### src/rtl/gpio_irq_pkg.sv
// Shared constants and mask helpers for the GPIO edge interrupt block.
// Assumes every bank is BANK_W bits wide and pins are numbered bank-major.
package gpio_irq_pkg;

    localparam int BANK_W = 32;

    // Bits of a bank whose global pin number lies in [lo, hi].
    function automatic logic [BANK_W-1:0] span_mask(int bank, int lo, int hi);
        logic [BANK_W-1:0] m;
        m = '0;
        for (int i = 0; i < BANK_W; i++) begin
            int p;
            p = bank * BANK_W + i;
            m[i] = (p >= lo) && (p <= hi);
        end
        return m;
    endfunction

    // Bits of a bank that map to an existing pin.
    function automatic logic [BANK_W-1:0] valid_mask(int bank, int npins);
        return span_mask(bank, 0, npins - 1);
    endfunction

endpackage

### src/rtl/gpio_sync.sv
// Two-flop synchroniser for a vector of asynchronous inputs.
// Assumes each bit is independent; no multi-bit coherency is implied.
module gpio_sync #(
    parameter int W = 8
) (
    input  logic         clk,
    input  logic         rst_n,
    input  logic [W-1:0] d_async,
    output logic [W-1:0] d_sync
);

    logic [W-1:0] meta_q;

    // Capture the raw inputs, then re-register them.
    always_ff @(posedge clk) begin
        if (!rst_n) begin
            meta_q <= '0;
            d_sync <= '0;
        end else begin
            meta_q <= d_async;
            d_sync <= meta_q;
        end
    end

endmodule

### src/rtl/gpio_edge_bank.sv
// One bank: a rising-edge enable word, edge detection and a sticky pending word.
// Assumes pin_s is already synchronised. VALID marks the bits that have a pin;
// the other bits are held at zero. A new edge beats a same-cycle clear.
module gpio_edge_bank #(
    parameter int           W     = 32,
    parameter logic [W-1:0] VALID = '1
) (
    input  logic         clk,
    input  logic         rst_n,
    input  logic [W-1:0] pin_s,
    input  logic         en_wr,
    input  logic         sts_wr,
    input  logic [W-1:0] wdata,
    output logic [W-1:0] en_q,
    output logic [W-1:0] sts_q
);

    logic [W-1:0] prev_q;
    logic [W-1:0] rise;
    logic [W-1:0] clr;

    // Qualified rising edges and the write-1-to-clear mask.
    always_comb begin
        rise = pin_s & ~prev_q & en_q & VALID;
        clr  = sts_wr ? wdata : '0;
    end

    // Track the previous synchronised level.
    always_ff @(posedge clk) begin
        if (!rst_n) prev_q <= '0;
        else        prev_q <= pin_s;
    end

    // Enable word, written directly.
    always_ff @(posedge clk) begin
        if (!rst_n)     en_q <= '0;
        else if (en_wr) en_q <= wdata & VALID;
    end

    // Pending word: clear by ones, then set by new edges.
    always_ff @(posedge clk) begin
        if (!rst_n) sts_q <= '0;
        else        sts_q <= ((sts_q & ~clr) | rise) & VALID;
    end

endmodule

### src/rtl/gpio_group_or.sv
// OR-reduces the pending bits whose pin numbers lie in [LO, HI] across all banks.
// Assumes the pin numbering of gpio_irq_pkg::span_mask.
module gpio_group_or
    import gpio_irq_pkg::*;
#(
    parameter int NB = 2,
    parameter int LO = 0,
    parameter int HI = 27
) (
    input  logic [NB-1:0][BANK_W-1:0] sts,
    output logic                      irq
);

    logic [NB-1:0] hit;

    for (genvar b = 0; b < NB; b++) begin : g_bank
        localparam logic [BANK_W-1:0] MASK = span_mask(b, LO, HI);
        assign hit[b] = |(sts[b] & MASK);
    end

    assign irq = |hit;

endmodule

### src/rtl/gpio_edge_irq.sv
// GPIO rising-edge interrupt aggregator: synchronises the pins, latches qualified
// edges per bank and drives three range-based group lines plus a combined line.
// Assumes a single-cycle register port with byte addresses that must be word aligned.
module gpio_edge_irq
    import gpio_irq_pkg::*;
#(
    parameter int NUM_PINS  = 54,
    parameter int G1_FIRST  = 28,
    parameter int G2_FIRST  = 46,
    parameter int ADDR_W    = 4
) (
    input  logic                clk,
    input  logic                rst_n,
    input  logic [NUM_PINS-1:0] gpio_in,
    input  logic [ADDR_W-1:0]   bus_addr,
    input  logic                bus_wen,
    input  logic [31:0]         bus_wdata,
    output logic [31:0]         bus_rdata,
    output logic [2:0]          irq_grp,
    output logic                irq_any
);

    localparam int NUM_BANKS = (NUM_PINS + BANK_W - 1) / BANK_W;
    localparam int TOT_W     = NUM_BANKS * BANK_W;
    localparam int WORD_W    = ADDR_W - 2;

    logic [NUM_PINS-1:0]               pin_s;
    logic [TOT_W-1:0]                  pin_wide;
    logic [NUM_BANKS-1:0][BANK_W-1:0]  sts_all;
    logic [NUM_BANKS-1:0][BANK_W-1:0]  en_all;
    logic [WORD_W-1:0]                 word;
    logic                              aligned;

    assign word     = bus_addr[ADDR_W-1:2];
    assign aligned  = (bus_addr[1:0] == 2'b00);
    assign pin_wide = TOT_W'(pin_s);

    gpio_sync #(.W(NUM_PINS)) u_sync (
        .clk     (clk),
        .rst_n   (rst_n),
        .d_async (gpio_in),
        .d_sync  (pin_s)
    );

    for (genvar b = 0; b < NUM_BANKS; b++) begin : g_bank
        logic sts_wr;
        logic en_wr;
        assign sts_wr = bus_wen && aligned && (word == WORD_W'(b));
        assign en_wr  = bus_wen && aligned && (word == WORD_W'(NUM_BANKS + b));

        gpio_edge_bank #(
            .W     (BANK_W),
            .VALID (valid_mask(b, NUM_PINS))
        ) u_bank (
            .clk    (clk),
            .rst_n  (rst_n),
            .pin_s  (pin_wide[b*BANK_W +: BANK_W]),
            .en_wr  (en_wr),
            .sts_wr (sts_wr),
            .wdata  (bus_wdata),
            .en_q   (en_all[b]),
            .sts_q  (sts_all[b])
        );
    end

    for (genvar g = 0; g < 3; g++) begin : g_grp
        localparam int LO = (g == 0) ? 0 : (g == 1) ? G1_FIRST : G2_FIRST;
        localparam int HI = (g == 0) ? G1_FIRST - 1 : (g == 1) ? G2_FIRST - 1 : NUM_PINS - 1;
        gpio_group_or #(.NB(NUM_BANKS), .LO(LO), .HI(HI)) u_or (
            .sts (sts_all),
            .irq (irq_grp[g])
        );
    end

    assign irq_any = |irq_grp;

    // Same-cycle read mux over pending and enable words.
    always_comb begin
        bus_rdata = '0;
        if (aligned) begin
            for (int b = 0; b < NUM_BANKS; b++) begin
                if (word == WORD_W'(b))             bus_rdata = sts_all[b];
                if (word == WORD_W'(NUM_BANKS + b)) bus_rdata = en_all[b];
            end
        end
    end

endmodule

### config.mk
export PLATFORM = sky130hd
export DESIGN_NAME = gpio_edge_irq
export DESIGN_NICKNAME = d
export VERILOG_FILES = /design/src/rtl/gpio_irq_pkg.sv /design/src/rtl/gpio_sync.sv /design/src/rtl/gpio_edge_bank.sv /design/src/rtl/gpio_group_or.sv /design/src/rtl/gpio_edge_irq.sv
export SDC_FILE = /design/constraint.sdc
export NUM_CORES = 1
export LEC_CHECK = 0
export BUFFER_PORTS_ARGS = -buffer_cell sky130_fd_sc_hd__buf_2
export CAP_MARGIN = 25
export CORE_MARGIN = 2
export CORE_UTILIZATION = 35
export DETAILED_ROUTE_END_ITERATION = 7
export RECOVER_POWER = 100
export SLEW_MARGIN = 25
export SYNTH_ARGS = -nofsm -noshare
export SYNTH_HDL_FRONTEND = slang
export SYNTH_SLANG_ARGS = --single-unit
### constraint.sdc
create_clock -name clk -period 4.05 [get_ports clk]
set_input_delay 0.81 -clock clk [delete_from_list [all_inputs] [get_ports clk]]
set_output_delay 0.81 -clock clk [all_outputs]
set_load 0.05 [all_outputs]
==> impl_metrics.json, run 1 <==
{
  "status": "finished, violations left",
  "violations": "capacitance limit, slew limit",
  "clk_latency_ps": 530,
  "dieHeight_um": 174,
  "firstDrtPassIters": 4,
  "die_x_um": 174,
  "peakVddDrop_mv": 0.319,
  "path_buf_inv": 3,
  "hold_path_end": "u_sync.d_sync[43]",
  "worst_pin_slew_ps": 2290,
  "yosysUniqueCellTypes": 26,
  "crit_fanout": 18,
  "die_area_um2": 30300,
  "place_ws_ps": 716,
  "reg2reg_slack_ps": 3080,
  "fmax_mhz": 282,
  "p_sw_share_pct": 21.1,
  "syn-mean-instance-area_um2": 10.7,
  "finalSetupViolCount": 0,
  "yosysWarnings": 0,
  "slowest_delay_ps": 1120,
  "htreeDepth": 1,
  "worst_slack_ps": 504,
  "crit_family": "simple AND/OR/NAND/NOR gates",
  "post_cts_buffers": 0,
  "cts_root_buffer": "clkbuf_16",
  "reg2reg_to": "g_bank[0].u_bank.sts_q[8]",
  "design_area_um2": 12100,
  "slowest_stage": "or2_0",
  "core_area_um2": 28600,
  "fin_util_pct": 42.1,
  "wirelength_um": 23300,
  "seqPwrFrac_pct": 47.3,
  "cap_viol_max_count": 3,
  "met3WireLength_um": 1120,
  "cts_tree": "done",
  "relSlewSlack_pct": -52.7,
  "grt_usage_pct": 15.2,
  "synth_seq_area_share_pct": 53.3,
  "post-route-drc-count": 0,
  "syn_inst": 946,
  "avgViaCountPerCell": 4.66,
  "hold_buffers": 0,
  "intPower_uw": 4600,
  "cp_data_arrival_time_ps": 2740,
  "p_switching_uw": 1230,
  "slew_viol_final": 209,
  "critical_path.cell_chain": "buf_2, or2_0, buf_4, nor2b_1, buf_2",
  "timing.rr.start": "g_bank[0].u_bank.en_q[8]",
  "hold_class": "flop to flop",
  "total_power_uw": 5830,
  "syn_nets": 1039,
  "fin_nets": 1146,
  "initial_core_util_pct": 35.4,
  "io_pins": 129,
  "grt_pass1_wl_um": 37000,
  "tns_ps": 0,
  "setup.worst_path.class": "primary input to output port",
  "place_area_um2": 11100,
  "fill_cells": 2792,
  "r2r_cells": 3,
  "grt_antenna_before_repair": 1,
  "ys_ff_latch": 270,
  "io_buffers": 128,
  "synth_top_area_share_pct": 53.3,
  "drive_gt1_share_pct": 20.7,
  "hold_viol": 0,
  "grt.overflow.total": 0,
  "clock_skew_ps": 8.61,
  "required_ps": 3240,
  "hold_depth": 1,
  "dr_wl_met2_um": 10600,
  "clkSlewWorstSetupHoldPaths_ps": 60,
  "p_comb_share_pct": 4.6,
  "period_share_pct": 87.5,
  "routedWlPerCell_um": 15.9,
  "synth_largest_area_cell": "dfxtp_1",
  "wl_met1_um": 11200,
  "vias": 6806,
  "worstHoldStart": "u_sync.meta_q[43]",
  "grt_start_max_net_pins": 136,
  "leakage_uw": 0.00489,
  "yosys-top-cells-area": "dfxtp_1, and2_1, mux2i_1",
  "p_per_area_nw_per_um2": 483,
  "cts_buffers": 29,
  "rows": 62,
  "rsz0062_at_grt": "false",
  "cts.sinks": 270,
  "cp-start-kind": "primary input",
  "place_hpwl_um": 15300,
  "clockBufferDepth": 3,
  "min_period_ps": 3550,
  "grt_pass1_vias": 6632,
  "drt-initial-drc-count": 396,
  "place_congestion": 0.778,
  "clkPwrFrac_pct": 48.1,
  "routed.top_layer": "met4",
  "cp_common_cell": "buf_2",
  "area_growth_pct": 19.0,
  "antenna_left": 0,
  "netlist_area_um2": 10100,
  "cp-end-kind": "output port",
  "ctsResizeCount": 0
}
Yosys cell counts, drive strengths merged:
| library cell | count |
|---|---|
| buf | 22 |
| nor3 | 1 |
| inv | 1 |
| dfxtp | 270 |
| clkbuf | 43 |
| or3 | 2 |
| and3b | 32 |
| nor2b | 22 |
| nand3b | 22 |
| and2 | 162 |
| and3 | 2 |
| nor2 | 43 |
| nand4 | 1 |
| nor4b | 32 |
| nand2 | 111 |
| a21boi | 22 |
| or2 | 1 |
| or4b | 1 |
| mux4 | 22 |
| mux2i | 64 |
| nand3 | 1 |
| and4 | 2 |
| nor4 | 13 |
| o21ai | 54 |
worst reg2reg max path, cell delays in order (launching register included):
cell and delay, ps:
dfxtp_1 350, and3b_1 220, nor4b_2 210, nor2_1 70
worst max-delay path by stage:
stage,start,end,slack (ps),cells past startpoint
after floorplan,bus_addr[2],bus_rdata[22],860,5
after global placement,bus_addr[2],bus_rdata[0],730,5
after detailed placement,bus_addr[2],bus_rdata[10],720,5
after CTS,bus_addr[2],bus_rdata[10],710,5
after global routing,bus_addr[0],bus_rdata[21],330,5
final,bus_addr[0],bus_rdata[21],500,5
registers in the layout, indices dropped and copies added (netlist names):
register and flops:
g_bank.u_bank.sts_q 54, u_sync.d_sync 54, g_bank.u_bank.en_q 54, g_bank.u_bank.prev_q 54, u_sync.meta_q 54
layout make-up:
type	count	area [µm²]	area share [%]
flip-flops and latches	270	5410	44.8
multi-input cells	610	4390	36.4
clock buffers	38	830	6.88
repair buffers	141	741	6.14
well taps	384	480	3.98
clock inverters	15	203	1.68
diodes	2	5.00	0.0415
inverters	1	3.75	0.0311
per-stage QoR:
stage / instances / hold slack [ps]
after floorplan: 946 / 412
after global placement: 1406 / 415
after detailed placement: 1406 / 418
after CTS: 1459 / 431
after global routing: 1460 / 440
final: 1461 / 427
cell usage in the layout (no fill, tap or decap):
cell        count
dfxtp_1       270
and2_1        114
nand2_1       111
buf_2         100
mux2i_1        64
o21ai_0        54
and2_0         48
nor2_1         43
and3b_1        32
nor4b_2        32
clkbuf_16      29
clkbuf_1       28
mux4_2         22
nor2b_1        22
nand3b_1       22
a21boi_0       22
nor4_1         13
clkinv_2        9
buf_4           9
clkbuf_8        7
bufinv_16       5
clkbuf_2        3
buf_12          3
diode_2         2
or3_1           2
and4_1          2
and3_1          2
or2_0           1
nand4_1         1
nand3_1         1
or4b_2          1
nor3_4          1
inv_1           1
clkinvlp_4      1
per-layer routing:
metal | up-vias | global-route usage [%]
met4 | 0 | 3.85
met2 | 139 | 24.1
met1 | 3220 | 21.8
met5 | - | 0
li1 | 3419 | -
met3 | 28 | 2.27
logic make-up (layout without fill, tap and decap cells):
kind of cell,Yosys count,count (layout),synth area share [%]
other,0,2,0
DFF,270,270,53.3
and+or+nand+nor,448,448,27.8
AOI/OAI and AO/OA,76,76,4.30
buffers and inverters,66,195,3.36
muxes,86,86,11.2
power by group through the flow:
stage	clock [µW]	combinational [µW]	sequential (µW)
floorplan	0	178	2800
global placement	0	274	2810
detailed placement	0	277	2810
CTS	2880	278	2750
global route	2970	300	2760
finish	2800	270	2750
Note: power is estimated with default switching activity, not from simulation.
==> inputs of run 2 (changes only) <==
--- a/config.mk
+++ b/config.mk
@@ -11,6 +11,7 @@
 export CORE_UTILIZATION = 35
 export DETAILED_ROUTE_END_ITERATION = 7
 export RECOVER_POWER = 100
+export REMOVE_ABC_BUFFERS = 1
 export SLEW_MARGIN = 25
 export SYNTH_ARGS = -nofsm -noshare
 export SYNTH_HDL_FRONTEND = slang
==> impl_metrics.json, run 2 (synthesis gave the netlist of run 1 again) <==
{
  "slowest_delay_ps": 700,
  "path_buf_inv": 3,
  "cap_viol_max_count": 2,
  "die_area_um2": 30300,
  "cts.sinks": 270,
  "clkSlewWorstSetupHoldPaths_ps": 60,
  "startpoint": "bus_addr[3]",
  "grt.overflow.total": 0,
  "tns_ps": 0,
  "multi_input_area_um2": 4400,
  "intPower_uw": 4450,
  "dieHeight_um": 174,
  "rows": 62,
  "violations": "capacitance limit, slew limit",
  "io_pins": 129,
  "seqPwrFrac_pct": 48.5,
  "post_cts_buffers": 0,
  "clk_latency_ps": 540,
  "firstDrtPassIters": 4,
  "worstHoldStart": "u_sync.meta_q[36]",
  "slew_viol_final": 203,
  "fill_cells": 2775,
  "fmax_mhz": 287,
  "hold_buffers": 0,
  "grt_pass1_vias": 6592,
  "min_period_ps": 3480,
  "total_power_uw": 5680,
  "grt_start_max_net_pins": 149,
  "place_ws_ps": 731,
  "peakVddDrop_mv": 0.304,
  "cts_buffers": 30,
  "grt_usage_pct": 14.5,
  "htreeDepth": 1,
  "status": "finished, violations left",
  "p_sw_share_pct": 21.6,
  "place_hpwl_um": 14100,
  "avgViaCountPerCell": 4.64,
  "worst_pin_slew_ps": 2510,
  "core_area_um2": 28600,
  "wirelength_um": 22100,
  "rsz0062_at_grt": "false",
  "setup.worst_path.class": "primary input to output port",
  "crit_family": "buffers and inverters",
  "clockBufferDepth": 3,
  "worst_slack_ps": 571,
  "drt-initial-drc-count": 314,
  "cts_root_buffer": "clkbuf_16",
  "grt_pass1_wl_um": 35700,
  "drive_gt1_share_pct": 19.2,
  "p_switching_uw": 1230,
  "relSlewSlack_pct": -67.2,
  "critical_path.cell_chain": "clkbuf_2, buf_4, mux4_2, nor2b_1, clkbuf_1",
  "period_share_pct": 85.9,
  "cts_tree": "done",
  "area_growth_pct": 18.2,
  "finalSetupViolCount": 0,
  "cp-end-kind": "output port",
  "vias": 6777,
  "timing.rr.start": "g_bank[0].u_bank.en_q[17]",
  "cp-start-kind": "primary input",
  "seq_area_um2": 5410,
  "clkPwrFrac_pct": 46.8,
  "io_buffers": 128,
  "leakage_uw": 0.00482,
  "layout.cells.non_filler": 1461,
  "mostFrequentLayoutCells": "dfxtp_1, and2_1, nand2_1, buf_2, mux2i_1",
  "p_comb_share_pct": 4.8,
  "final_common_cell": "dfxtp_1",
  "grt_antenna_before_repair": 1,
  "post-route-drc-count": 0,
  "hold_class": "flop to flop",
  "initial_core_util_pct": 35.4,
  "p_per_area_nw_per_um2": 474,
  "place_congestion": 0.733,
  "hold_viol": 0,
  "cp_data_arrival_time_ps": 2670,
  "die_x_um": 174,
  "ctsResizeCount": 0,
  "routedWlPerCell_um": 15.1,
  "clock_skew_ps": 10.1,
  "antenna_left": 0,
  "slowest_stage": "clkbuf_2",
  "crit_fanout": 25,
  "required_ps": 3240,
  "fin_nets": 1145,
  "place_inst": 1404
}
==> run 2: changes by cell type in the layout (fill, tap and decap cells not counted), sizes merged <==
cell / change
buf: -10
bufinv: -3
clkbuf: +17
clkinv: -3
diode: -1
==> run 2: path summary, 6_finish.rpt <==
path / end / slack [ps] / depth (start not counted)
max: bus_rdata[18] / 570 / 5
min: u_sync.d_sync[36] / 430 / 1
max reg2reg: g_bank[0].u_bank.sts_q[17] / 3070 / 3
min reg2reg: u_sync.d_sync[36] / 430 / 1
==> run 2: stage by stage <==
step / utilization (%) / hold slack (ps) / cell area (µm²)
floorplan: - / 412 / 9800
global placement: 38.6 / 415 / 11100
detailed placement: 38.6 / 418 / 11100
CTS: 42.0 / 431 / 12000
global route: 41.8 / 442 / 12000
finish: 41.9 / 430 / 12000
==> run 2: area by class of cell <==
type                    count  area share, %
diodes                      1         0.0209
repair buffers            139           5.97
multi-input cells         610           36.7
well taps                 384           4.01
clock inverters             9          0.846
inverters                   1         0.0313
flip-flops and latches    270           45.1
clock buffers              47           7.31
==> run 2: power groups by stage <==
| stage | Clock (µW) | Combinational [µW] | Sequential [µW] |
|---|---|---|---|
| 6_report | 2660 | 270 | 2750 |
| 5_1_grt | 2870 | 299 | 2760 |
| 4_1_cts | 2750 | 277 | 2750 |
| 3_5_place_dp | 0 | 276 | 2810 |
| 3_3_place_gp | 0 | 273 | 2810 |
| 2_1_floorplan | 0 | 120 | 2800 |
==> run 2: routing by layer <==
layer / up-vias / share of wire (%) / GRT usage [%]
li1: 3406 / - / -
met1: 3215 / 48 / 20.1
met2: 130 / 46 / 23.6
met3: 26 / 4.7 / 2.84
met4: 0 / 1.6 / 3.15
met5: - / 0 / 0
